==> src/rtl/codec_sif_pkg.sv <==
package codec_sif_pkg;

    typedef enum logic [1:0] {
        ST_HUNT_PRI = 2'd0,
        ST_XFER_PRI = 2'd1,
        ST_HUNT_SEC = 2'd2,
        ST_XFER_SEC = 2'd3
    } sif_state_e;

    localparam int REG_DW = 8;
    localparam int REG_AW = 5;

    typedef struct packed {
        logic              we;
        logic [REG_AW-1:0] addr;
        logic [REG_DW-1:0] data;
    } reg_wr_t;

    localparam logic [REG_AW-1:0] A_MODE   = 5'h01;
    localparam logic [REG_AW-1:0] A_DIV    = 5'h03;
    localparam logic [REG_AW-1:0] A_MUL    = 5'h04;
    localparam logic [REG_AW-1:0] A_RXVOL  = 5'h06;
    localparam logic [REG_AW-1:0] A_TXVOL  = 5'h07;
    localparam logic [REG_AW-1:0] A_STATUS = 5'h0A;

    localparam logic [REG_DW-1:0] VOL_RESET = 8'h5C;

endpackage

==> src/rtl/codec_sif_sync.sv <==
module codec_sif_sync #(
    parameter int WIDTH  = 3,
    parameter int STAGES = 2
) (
    input  logic             clk,
    input  logic             rst_n,
    input  logic [WIDTH-1:0] d,
    output logic [WIDTH-1:0] q
);

    logic [WIDTH-1:0] chain [STAGES];

    for (genvar s = 0; s < STAGES; s++) begin : g_stage
        if (s == 0) begin : g_first
            always_ff @(posedge clk or negedge rst_n) begin
                if (!rst_n) chain[s] <= '0;
                else        chain[s] <= d;
            end
        end else begin : g_next
            always_ff @(posedge clk or negedge rst_n) begin
                if (!rst_n) chain[s] <= '0;
                else        chain[s] <= chain[s-1];
            end
        end
    end

    assign q = chain[STAGES-1];

endmodule

==> src/rtl/codec_sif_frame.sv <==
module codec_sif_frame
    import codec_sif_pkg::*;
#(
    parameter int WORD_W = 16,
    parameter int DATA_W = REG_DW,
    parameter int ADDR_W = REG_AW
) (
    input  logic              clk,
    input  logic              rst_n,
    input  logic              sclk_s,
    input  logic              fsync_s,
    input  logic              sdi_s,
    input  logic [WORD_W-1:0] adc_sample,
    input  logic [DATA_W-1:0] rd_data,
    output logic [ADDR_W-1:0] rd_addr,
    output logic              sdo,
    output logic              sdo_oe,
    output logic [WORD_W-1:0] dac_word,
    output logic              dac_valid,
    output reg_wr_t           wr,
    output sif_state_e        state,
    output logic              rd_mode
);

    localparam int CNT_W  = $clog2(WORD_W);
    localparam int RW_BIT = DATA_W + ADDR_W;
    localparam logic [CNT_W-1:0] CNT_TOP  = CNT_W'(WORD_W - 1);
    localparam logic [CNT_W-1:0] CNT_ADDR = CNT_W'(DATA_W);

    sif_state_e        nxt;
    logic              sclk_d;
    logic              rise, fall, last;
    logic [CNT_W-1:0]  bitcnt;
    logic [WORD_W-1:0] rx_sh, rx_next, tx_sh;

    assign rise    = sclk_s & ~sclk_d;
    assign fall    = ~sclk_s & sclk_d;
    assign last    = (bitcnt == '0);
    assign rx_next = {rx_sh[WORD_W-2:0], sdi_s};
    assign rd_addr = rx_next[ADDR_W-1:0];

    // next-state logic
    always_comb begin
        nxt = state;
        unique case (state)
            ST_HUNT_PRI: if (fall && fsync_s) nxt = ST_XFER_PRI;
            ST_XFER_PRI: if (fall && last)    nxt = sdi_s ? ST_HUNT_SEC : ST_HUNT_PRI;
            ST_HUNT_SEC: if (fall && fsync_s) nxt = ST_XFER_SEC;
            ST_XFER_SEC: if (fall && last)    nxt = ST_HUNT_PRI;
        endcase
    end

    // state register
    always_ff @(posedge clk or negedge rst_n) begin
        if (!rst_n) state <= ST_HUNT_PRI;
        else        state <= nxt;
    end

    // datapath and outputs
    always_ff @(posedge clk or negedge rst_n) begin
        if (!rst_n) begin
            sclk_d    <= 1'b0;
            bitcnt    <= '0;
            rx_sh     <= '0;
            tx_sh     <= '0;
            rd_mode   <= 1'b0;
            sdo       <= 1'b0;
            sdo_oe    <= 1'b0;
            dac_word  <= '0;
            dac_valid <= 1'b0;
            wr        <= '0;
        end else begin
            sclk_d    <= sclk_s;
            dac_valid <= 1'b0;
            wr.we     <= 1'b0;
            if (fall) begin
                unique case (state)
                    ST_HUNT_PRI, ST_HUNT_SEC: begin
                        if (fsync_s) begin
                            bitcnt  <= CNT_TOP;
                            rd_mode <= 1'b0;
                            tx_sh   <= (state == ST_HUNT_PRI) ? adc_sample : '0;
                        end
                    end
                    ST_XFER_PRI: begin
                        rx_sh  <= rx_next;
                        bitcnt <= bitcnt - 1'b1;
                        if (last) begin
                            dac_word  <= {rx_next[WORD_W-1:1], 1'b0};
                            dac_valid <= 1'b1;
                        end
                    end
                    ST_XFER_SEC: begin
                        rx_sh  <= rx_next;
                        bitcnt <= bitcnt - 1'b1;
                        if (bitcnt == CNT_ADDR && rx_next[ADDR_W]) begin
                            rd_mode <= 1'b1;
                            tx_sh   <= {rd_data, {(WORD_W-DATA_W){1'b0}}};
                        end
                        if (last && !rx_next[RW_BIT]) begin
                            wr.we   <= 1'b1;
                            wr.addr <= rx_next[DATA_W +: ADDR_W];
                            wr.data <= rx_next[DATA_W-1:0];
                        end
                    end
                endcase
            end else if (rise) begin
                unique case (state)
                    ST_XFER_PRI: begin
                        sdo    <= tx_sh[WORD_W-1];
                        tx_sh  <= tx_sh << 1;
                        sdo_oe <= 1'b1;
                    end
                    ST_XFER_SEC: begin
                        sdo    <= tx_sh[WORD_W-1];
                        tx_sh  <= tx_sh << 1;
                        sdo_oe <= rd_mode;
                    end
                    ST_HUNT_PRI, ST_HUNT_SEC: begin
                        sdo    <= 1'b0;
                        sdo_oe <= 1'b0;
                    end
                endcase
            end
        end
    end

endmodule

==> src/rtl/codec_sif_regs.sv <==
module codec_sif_regs
    import codec_sif_pkg::*;
#(
    parameter int DATA_W = REG_DW,
    parameter int ADDR_W = REG_AW,
    parameter int GAIN_W = 5,
    parameter int MUTE_W = 2
) (
    input  logic              clk,
    input  logic              rst_n,
    input  reg_wr_t           wr,
    input  logic [ADDR_W-1:0] rd_addr,
    input  logic              short_l,
    input  logic              short_r,
    output logic [DATA_W-1:0] rd_data,
    output logic              chip_pd,
    output logic              loop_ana,
    output logic              loop_dig,
    output logic [DATA_W-1:0] pll_div,
    output logic [DATA_W-1:0] pll_mul,
    output logic [GAIN_W-1:0] rx_gain,
    output logic [MUTE_W-1:0] rx_mute_n,
    output logic [GAIN_W-1:0] tx_gain,
    output logic [MUTE_W-1:0] tx_mute_n
);

    localparam int VOL_W  = GAIN_W + MUTE_W;
    localparam int N_VOL  = 2;
    localparam logic [ADDR_W-1:0] VOL_ADDR [N_VOL] = '{A_RXVOL, A_TXVOL};
    localparam logic [VOL_W-1:0]  VOL_INIT = VOL_RESET[VOL_W-1:0];

    logic [2:0]       mode_q;
    logic [VOL_W-1:0] vol_q [N_VOL];
    logic [1:0]       stat_q;

    always_ff @(posedge clk or negedge rst_n) begin
        if (!rst_n) begin
            mode_q  <= '0;
            pll_div <= '0;
            pll_mul <= '0;
            stat_q  <= '0;
        end else begin
            stat_q <= {short_l, short_r};
            if (wr.we) begin
                if (wr.addr == A_MODE) mode_q  <= wr.data[3:1];
                if (wr.addr == A_DIV)  pll_div <= wr.data;
                if (wr.addr == A_MUL)  pll_mul <= wr.data;
            end
        end
    end

    for (genvar g = 0; g < N_VOL; g++) begin : g_vol
        always_ff @(posedge clk or negedge rst_n) begin
            if (!rst_n)                                vol_q[g] <= VOL_INIT;
            else if (wr.we && wr.addr == VOL_ADDR[g])  vol_q[g] <= wr.data[VOL_W-1:0];
        end
    end

    assign chip_pd   = mode_q[2];
    assign loop_ana  = mode_q[1];
    assign loop_dig  = mode_q[0];
    assign rx_gain   = vol_q[0][VOL_W-1:MUTE_W];
    assign rx_mute_n = vol_q[0][MUTE_W-1:0];
    assign tx_gain   = vol_q[1][VOL_W-1:MUTE_W];
    assign tx_mute_n = vol_q[1][MUTE_W-1:0];

    always_comb begin
        rd_data = '0;
        case (rd_addr)
            A_MODE:   rd_data = {4'b0000, mode_q, 1'b0};
            A_DIV:    rd_data = pll_div;
            A_MUL:    rd_data = pll_mul;
            A_RXVOL:  rd_data = DATA_W'(vol_q[0]);
            A_TXVOL:  rd_data = DATA_W'(vol_q[1]);
            A_STATUS: rd_data = {stat_q, {(DATA_W-2){1'b0}}};
            default:  rd_data = '0;
        endcase
    end

endmodule

==> src/rtl/codec_sif.sv <==
module codec_sif
    import codec_sif_pkg::*;
#(
    parameter int WORD_W      = 16,
    parameter int SYNC_STAGES = 2
) (
    input  logic              clk,
    input  logic              rst_n,
    input  logic              sclk,
    input  logic              fsync,
    input  logic              sdi,
    output logic              sdo,
    output logic              sdo_oe,
    input  logic [WORD_W-1:0] adc_sample,
    output logic [WORD_W-1:0] dac_word,
    output logic              dac_valid,
    input  logic              short_l,
    input  logic              short_r,
    output logic              chip_pd,
    output logic              loop_ana,
    output logic              loop_dig,
    output logic [7:0]        pll_div,
    output logic [7:0]        pll_mul,
    output logic [4:0]        rx_gain,
    output logic [1:0]        rx_mute_n,
    output logic [4:0]        tx_gain,
    output logic [1:0]        tx_mute_n
);

    logic [2:0]        link_s;
    reg_wr_t           wr_bus;
    logic [REG_AW-1:0] rd_addr;
    logic [REG_DW-1:0] rd_data;
    sif_state_e        fr_state;
    logic              fr_rd_mode;
    logic              reg_we;

    assign reg_we = wr_bus.we;

    codec_sif_sync #(.WIDTH(3), .STAGES(SYNC_STAGES)) u_sync (
        .clk   (clk),
        .rst_n (rst_n),
        .d     ({sclk, fsync, sdi}),
        .q     (link_s)
    );

    codec_sif_frame #(.WORD_W(WORD_W)) u_frame (
        .clk        (clk),
        .rst_n      (rst_n),
        .sclk_s     (link_s[2]),
        .fsync_s    (link_s[1]),
        .sdi_s      (link_s[0]),
        .adc_sample (adc_sample),
        .rd_data    (rd_data),
        .rd_addr    (rd_addr),
        .sdo        (sdo),
        .sdo_oe     (sdo_oe),
        .dac_word   (dac_word),
        .dac_valid  (dac_valid),
        .wr         (wr_bus),
        .state      (fr_state),
        .rd_mode    (fr_rd_mode)
    );

    codec_sif_regs u_regs (
        .clk       (clk),
        .rst_n     (rst_n),
        .wr        (wr_bus),
        .rd_addr   (rd_addr),
        .short_l   (short_l),
        .short_r   (short_r),
        .rd_data   (rd_data),
        .chip_pd   (chip_pd),
        .loop_ana  (loop_ana),
        .loop_dig  (loop_dig),
        .pll_div   (pll_div),
        .pll_mul   (pll_mul),
        .rx_gain   (rx_gain),
        .rx_mute_n (rx_mute_n),
        .tx_gain   (tx_gain),
        .tx_mute_n (tx_mute_n)
    );

endmodule

==> config.mk <==
export PLATFORM = sky130hd
export DESIGN_NAME = codec_sif
export DESIGN_NICKNAME = d
export VERILOG_FILES = /design/src/rtl/codec_sif_pkg.sv /design/src/rtl/codec_sif_sync.sv /design/src/rtl/codec_sif_frame.sv /design/src/rtl/codec_sif_regs.sv /design/src/rtl/codec_sif.sv
export SDC_FILE = /design/constraint.sdc
export NUM_CORES = 1
export LEC_CHECK = 0
export BUFFER_PORTS_ARGS = -buffer_cell sky130_fd_sc_hd__buf_2
export CORE_UTILIZATION = 56
export DETAILED_ROUTE_END_ITERATION = 12
export HOLD_SLACK_MARGIN = 0.1
export PLACE_DENSITY_LB_ADDON = 0.15
export RECOVER_POWER = 50
export SYNTH_ARGS = -nofsm -noshare
export SYNTH_HDL_FRONTEND = slang
export SYNTH_SLANG_ARGS = --single-unit
==> constraint.sdc <==
create_clock -name clk -period 2.22 [get_ports clk]
set_input_delay 0 -clock clk [delete_from_list [all_inputs] [get_ports clk]]
set_output_delay 0 -clock clk [all_outputs]
set_load 0.05 [all_outputs]
==> results of run 1 <==
## through the flow
stage,setup slack (ns),cells
3_5_place_dp,0.271,555
2_1_floorplan,0.469,382
5_1_grt,0.0863,589
4_1_cts,0.241,589
3_3_place_gp,0.349,555
6_report,0.225,589
## cells by family after synthesis
logic type,share of synthesized area
AOI/OAI and AO/OA,0.0887
adders and majority gates,0.00514
buffers and inverters,0.0275
DFF,0.578
muxes,0.199
other,0.000771
and+or+nand+nor,0.101
## sequential cells by signal (all words and copies together), names as in the netlist, 5 cells and up, named ones only
signal,count
u_regs.pll_div,8
u_frame.wr,14
u_frame.dac_word,15
u_frame.tx_sh,16
u_frame.rx_sh,15
u_regs.tx_gain,5
u_regs.rx_gain,5
u_regs.pll_mul,8
## power breakdown
group / switching [mW] / leakage (nW) / internal, mW
registers: 0.484 / 1.46 / 2.46
clock network: 0.709 / 0.0964 / 0.461
logic: 0.889 / 1.24 / 0.603
## worst max-delay path: stages, from the launching register on
cell and delay, ns:
dfrtp_1 0.54, or4b_1 0.71, nor3b_1 0.26, a221o_1 0.15, nand3_1 0.08, a21oi_1 0.16
## cell usage in the layout (no fill, tap or decap), types with 2 or more instances in the layout
cell	n
nand4b_1	2
dlygate4sd3_1	18
a221o_1	3
nor3b_1	2
buf_2	54
clkbuf_1	19
clkbuf_8	10
inv_1	9
nor2_1	19
inv_6	2
or4b_1	2
dfrtp_1	104
a221oi_1	6
mux2_2	68
ha_1	2
clkbuf_2	2
o21ai_0	21
a21o_1	2
nand2_1	23
a31oi_1	2
nand2b_1	3
a21oi_1	13
nor3_1	12
buf_4	13
dfstp_2	8
o22ai_1	2
clkinv_4	2
mux2_1	9
nand3_1	9
nor2b_1	2
a22o_1	3
a22oi_1	8
mux2i_1	10
## worst min path at each step
stage                        from                         end  slack [ns]  cells past startpoint
global placement            rst_n            u_frame.tx_sh[4]        0.08                      1
finish              adc_sample[9]            u_frame.tx_sh[9]        0.16                      4
floorplan                   rst_n  asynchronous set/reset pin       -0.30                      0
detailed placement          rst_n            u_frame.tx_sh[3]        0.08                      1
global route        adc_sample[9]            u_frame.tx_sh[9]        0.16                      4
CTS                 adc_sample[9]            u_frame.tx_sh[9]        0.12                      4
## per-layer routing
metal  vias up  wire length [um]  part of all wire  track usage
met2        86              5020              0.49        0.401
met4         0               163             0.016       0.0821
met5         -                 0                 0            0
met1      1683              4660              0.45        0.328
li1       1572                 -                 -            -
met3        15               466             0.045       0.0574
## cell type report
type	instances	area (um2)
fillers	622	2580
well taps	105	131
clock inverters	5	46.3
inverters	9	33.8
flip-flops and latches	112	2810
repair buffers	106	633
multi-input cells	241	1920
clock buffers	11	141
==> reports/metrics.csv, run 1 <==
metric,value,unit
status,finished clean,
cts_htree_levels,3,
via_count,3356,
synthArstFlopShare,1.00,
cts.sinks,112,
r2r.worst_path.cells,5,
fin_tns_setup,0,ns
required,2.52,ns
placementRows,33,
crit_arrival,2.30,ns
grt_pass1_vias,3241,
cts_tree,done,
synth_flop_cell,dfrtp_1,
r2r_slack,0.22,ns
synth_warnings,0,
place_area,5390,um2
initial_core_util,0.586,
drcViolationCount,0,
layout.nets,504,
startpoint,u_sync.q[0],
cts_resized,0,
antenna_cells,0,
cts_hold_buffers,18,
grt_max_degree,53,
path_class,reg2reg,
rsz0062_at_grt,false,
clock_path_buffers,2,
r2r_start,u_sync.q[0],
cts_root_buf,clkbuf_8,
synth_edf_count,0,
totalPowerFinal,5.61,mW
io_buffer_count,73,
grt_pass1_wl,16700,um
clkTransAtPathRegs,0.12,ns
vias_per_cell,5.70,
wire_per_inst,17.5,um
hpwlAfterDp,7150,um
die-area,9060,um2
worst_slew_pin_slew,1.27,ns
reg2reg_to,u_frame.tx_sh[15],
syn_area,4860,um2
antenna_found_initial,0,
slew_headroom,0.153,
slew_violations,0,
synthMostInstantiatedCell,dfrtp_1,
final_layout_size_suffix_gt1_frac,0.353,
p_leak,2.79,nW
grt_overflow,0,
power_density,981,nW/um2
syn_to_final_growth,17.5,%
crit_end,u_frame.tx_sh[15],
setup.worst_path.start_class,register,
crit_path_end_kind,register,
hold_class,in2reg,
ys_seq_elements,112,
cts_buffers,9,
ir_worst_vdd,0.000478,V
dr.pass1.iters,5,
worst-path-max-fanout,13,
fp.dieW,95.2,um
drt-total-wl,10300,um
period_minus_slack,2.00,ns
fin_util,0.689,
final-hold-violation-count,0,
core_area,8300,um2
fmax,501,MHz
clock_latency,0.38,ns
seq_area_frac_synth,0.578,
fin_crit_sh,0.899,
die_h,95.2,um
synth_top_cell_by_area,dfrtp_1,
yosys.area.top_type_share,0.535,
fin_skew,0.0193,ns
maxCapViolCount,0,
synth_top_cells_by_count,"dfrtp_1 (104), mux2_2 (68), nand2_1 (23)",
synth_cells,382,
synth_area_leaders,"dfrtp_1 (53%), mux2_2 (16%), dfstp_2 (4.3%), o21ai_0 (2.2%), mux2_1 (2.1%)",
routabilityCongestion,0.838,
track_usage,0.247,
drt-initial-drc-count,136,
avgSynthCellArea,12.7,um2
ios,75,
stdcell_area,5720,um2
post_cts_buffers,0,
hold_slack,0.156,ns
finalSetupViolCount,0,
drtAntennaViolNets,0,
synth.net_count,407,
synthDistinctLibCells,49,
(Power assumes the default switching activity.)
==> run 2: changes to the inputs <==
BUFFER_PORTS_ARGS = not set   (was -buffer_cell sky130_fd_sc_hd__buf_2)
CORE_UTILIZATION = 57   (was 56)
DONT_BUFFER_PORTS = 1   (was not set)
clock period = 1.6 ns   (was 2.22 ns; I/O delays follow)
==> run 2 against run 1 <==
  * The flow now finishes with violations (negative hold slack, negative setup slack)
  * First-iteration DRC count is 35% higher
  * Sequential power is 42% higher
  * Total power is 57% higher
  * Utilization is 8.3 points higher
  * Clock power is 53% higher
  * Critical path depth is 1 higher
  * Sequential cell count stayed put
  * Hold slack worse by 0.85 ns
  * Sequential share of layout area is 5.0 points lower
  * Via count is 3.3% higher
  * Combinational power is 89% higher
==> reports/metrics.csv, run 2 (synthesized netlist as in run 1, its figures left out) <==
metric,value,unit
use_met2,0.426,
wire_per_inst,19.1,um
required,1.90,ns
clkPwrFrac,0.203,
status,finished with violations,
p_int,5.62,mW
clock_path_buffers,2,
fin_util,0.771,
ir_worst_vdd,0.000812,V
dr.pass1.iters,4,
p_sw_frac,0.360,
hold_slack,-0.691,ns
hold_class,in2async,
busiest_layer,met2,
cts.sinks,112,
cts_hold_buffers,18,
violations,"negative hold slack, negative setup slack",
hpwlAfterDp,7330,um
period_minus_slack,1.69,ns
crit_path_end_kind,register,
cts_htree_levels,3,
initial_core_util,0.589,
drt-total-wl,11400,um
routabilityCongestion,0.841,
slew_violations,0,
place_area,5590,um2
vias_per_cell,5.80,
finalSetupViolCount,22,
clock_latency,0.37,ns
largestRegisters,"u_frame.tx_sh: 16 flops, u_frame.dac_word: 15 flops, u_frame.rx_sh: 15 flops",
grt_max_degree,113,
fin_tns_setup,-1.12,ns
track_usage,0.266,
path_class,reg2reg,
cts_root_buf,clkbuf_8,
core_area,8260,um2
power.switching,3.16,mW
gr-usage-met1,0.361,
via_count,3468,
ios,75,
io_buffer_count,0,
regMostFlops,u_frame.tx_sh,
worst-path-max-fanout,4,
grt_overflow,0,
setup.worst_path.start_class,register,
cp_slowest_cell,or4b_4,
drcViolationCount,0,
slowest_delay,0.58,ns
drtAntennaViolNets,0,
clkTransAtPathRegs,0.11,ns
stdcell_area,6370,um2
fin_crit_sh,1.06,
layout.nets,513,
p_leak,3.05,nW
final-hold-violation-count,112,
grt_pass1_vias,3385,
largest_reg_flops,16,
cts_buffers,9,
combPwrFrac,0.321,
grtUsageMet3,0.0757,
syn_to_final_growth,30.9,%
antenna_found_initial,0,
r2r_slack,-0.09,ns
rsz0062_at_grt,true,
die-area,8910,um2
die_h,94.4,um
layout_commonest_cell,dfrtp_1,
fin_skew,0.0131,ns
fin_ws,-0.0947,ns
fmax,590,MHz
maxCapViolCount,0,
layout_common_cells,"dfrtp_1 (101), buf_4 (84), mux2_2 (61)",
seqPwrFrac,0.475,
totalPowerFinal,8.78,mW
drt-initial-drc-count,183,
grt_pass1_wl,17700,um
cp_cell_sequence,"buf_6, or4b_4, o22ai_2, a21o_1, a221oi_2, o21ai_1",
placementRows,33,
final_layout_size_suffix_gt1_frac,0.501,
fp.dieW,94.4,um
crit_arrival,2.00,ns
antenna_cells,0,
power_density,1380,nW/um2
cts_tree,done,
run 2: power by group through the flow:
stage | combinational (mW) | clock, mW | sequential (mW)
after floorplan | 1.37 | 0 | 4.20
after global placement | 2.23 | 0 | 4.12
after detailed placement | 2.30 | 0 | 4.15
after CTS | 2.58 | 1.81 | 4.12
after global routing | 3.01 | 1.92 | 4.27
final | 2.82 | 1.79 | 4.17
run 2: final cells by class:
class                   count  area, um2
clock buffers               9        124
flip-flops and latches    112       2820
repair buffers            114        986
clock inverters             7       86.3
inverters                   9       33.8
multi-input cells         242       2190
fillers                   510       1890
well taps                 105        131
run 2: path summary, 6_finish.rpt:
path | endpoint | depth (start not counted) | from
max | u_frame.tx_sh[11] | 6 | u_frame.rx_sh[2]
max reg2reg | u_frame.tx_sh[11] | 6 | u_frame.rx_sh[2]
min in group clk | u_frame.tx_sh[8] | 4 | adc_sample[8]
min reg2reg | u_sync.q[2] | 0 | u_sync.chain[5]
min | u_frame.tx_sh[4] | 0 | rst_n
max in group asynchronous | u_regs.rx_gain[4] | 0 | rst_n
run 2: critical path: cells and delay by family (launching register included):
| kind | cells | cell delay, ns |
|---|---|---|
| buf+inv | 1 | 0.15 |
| flops | 1 | 0.43 |
| simple gates | 1 | 0.58 |
| compound gates | 4 | 0.47 |
run 2: what timing repair did:
item / CTS / global route
setup buffers: 4 / 5
gates resized for setup: 32 / 36
pin swaps: 18 / 4
endpoints found under the hold margin: 130 / 112
setup endpoints to repair: 40 / 56
gates cloned: 1 / 1
run 2: metrics by stage:
step	setup WS, ns	std cells
finish	-0.0947	598
global route	-0.164	598
CTS	-0.0656	592
detailed placement	-0.190	553
global placement	-0.109	553
floorplan	-0.126	382
run 2: layer usage:
layer  vias to the layer above  wire length [um]
li1                       1588                 -
met1                      1748              4940
met2                       117              5580
met3                        15               759
met4                         0               118
met5                         -                 0
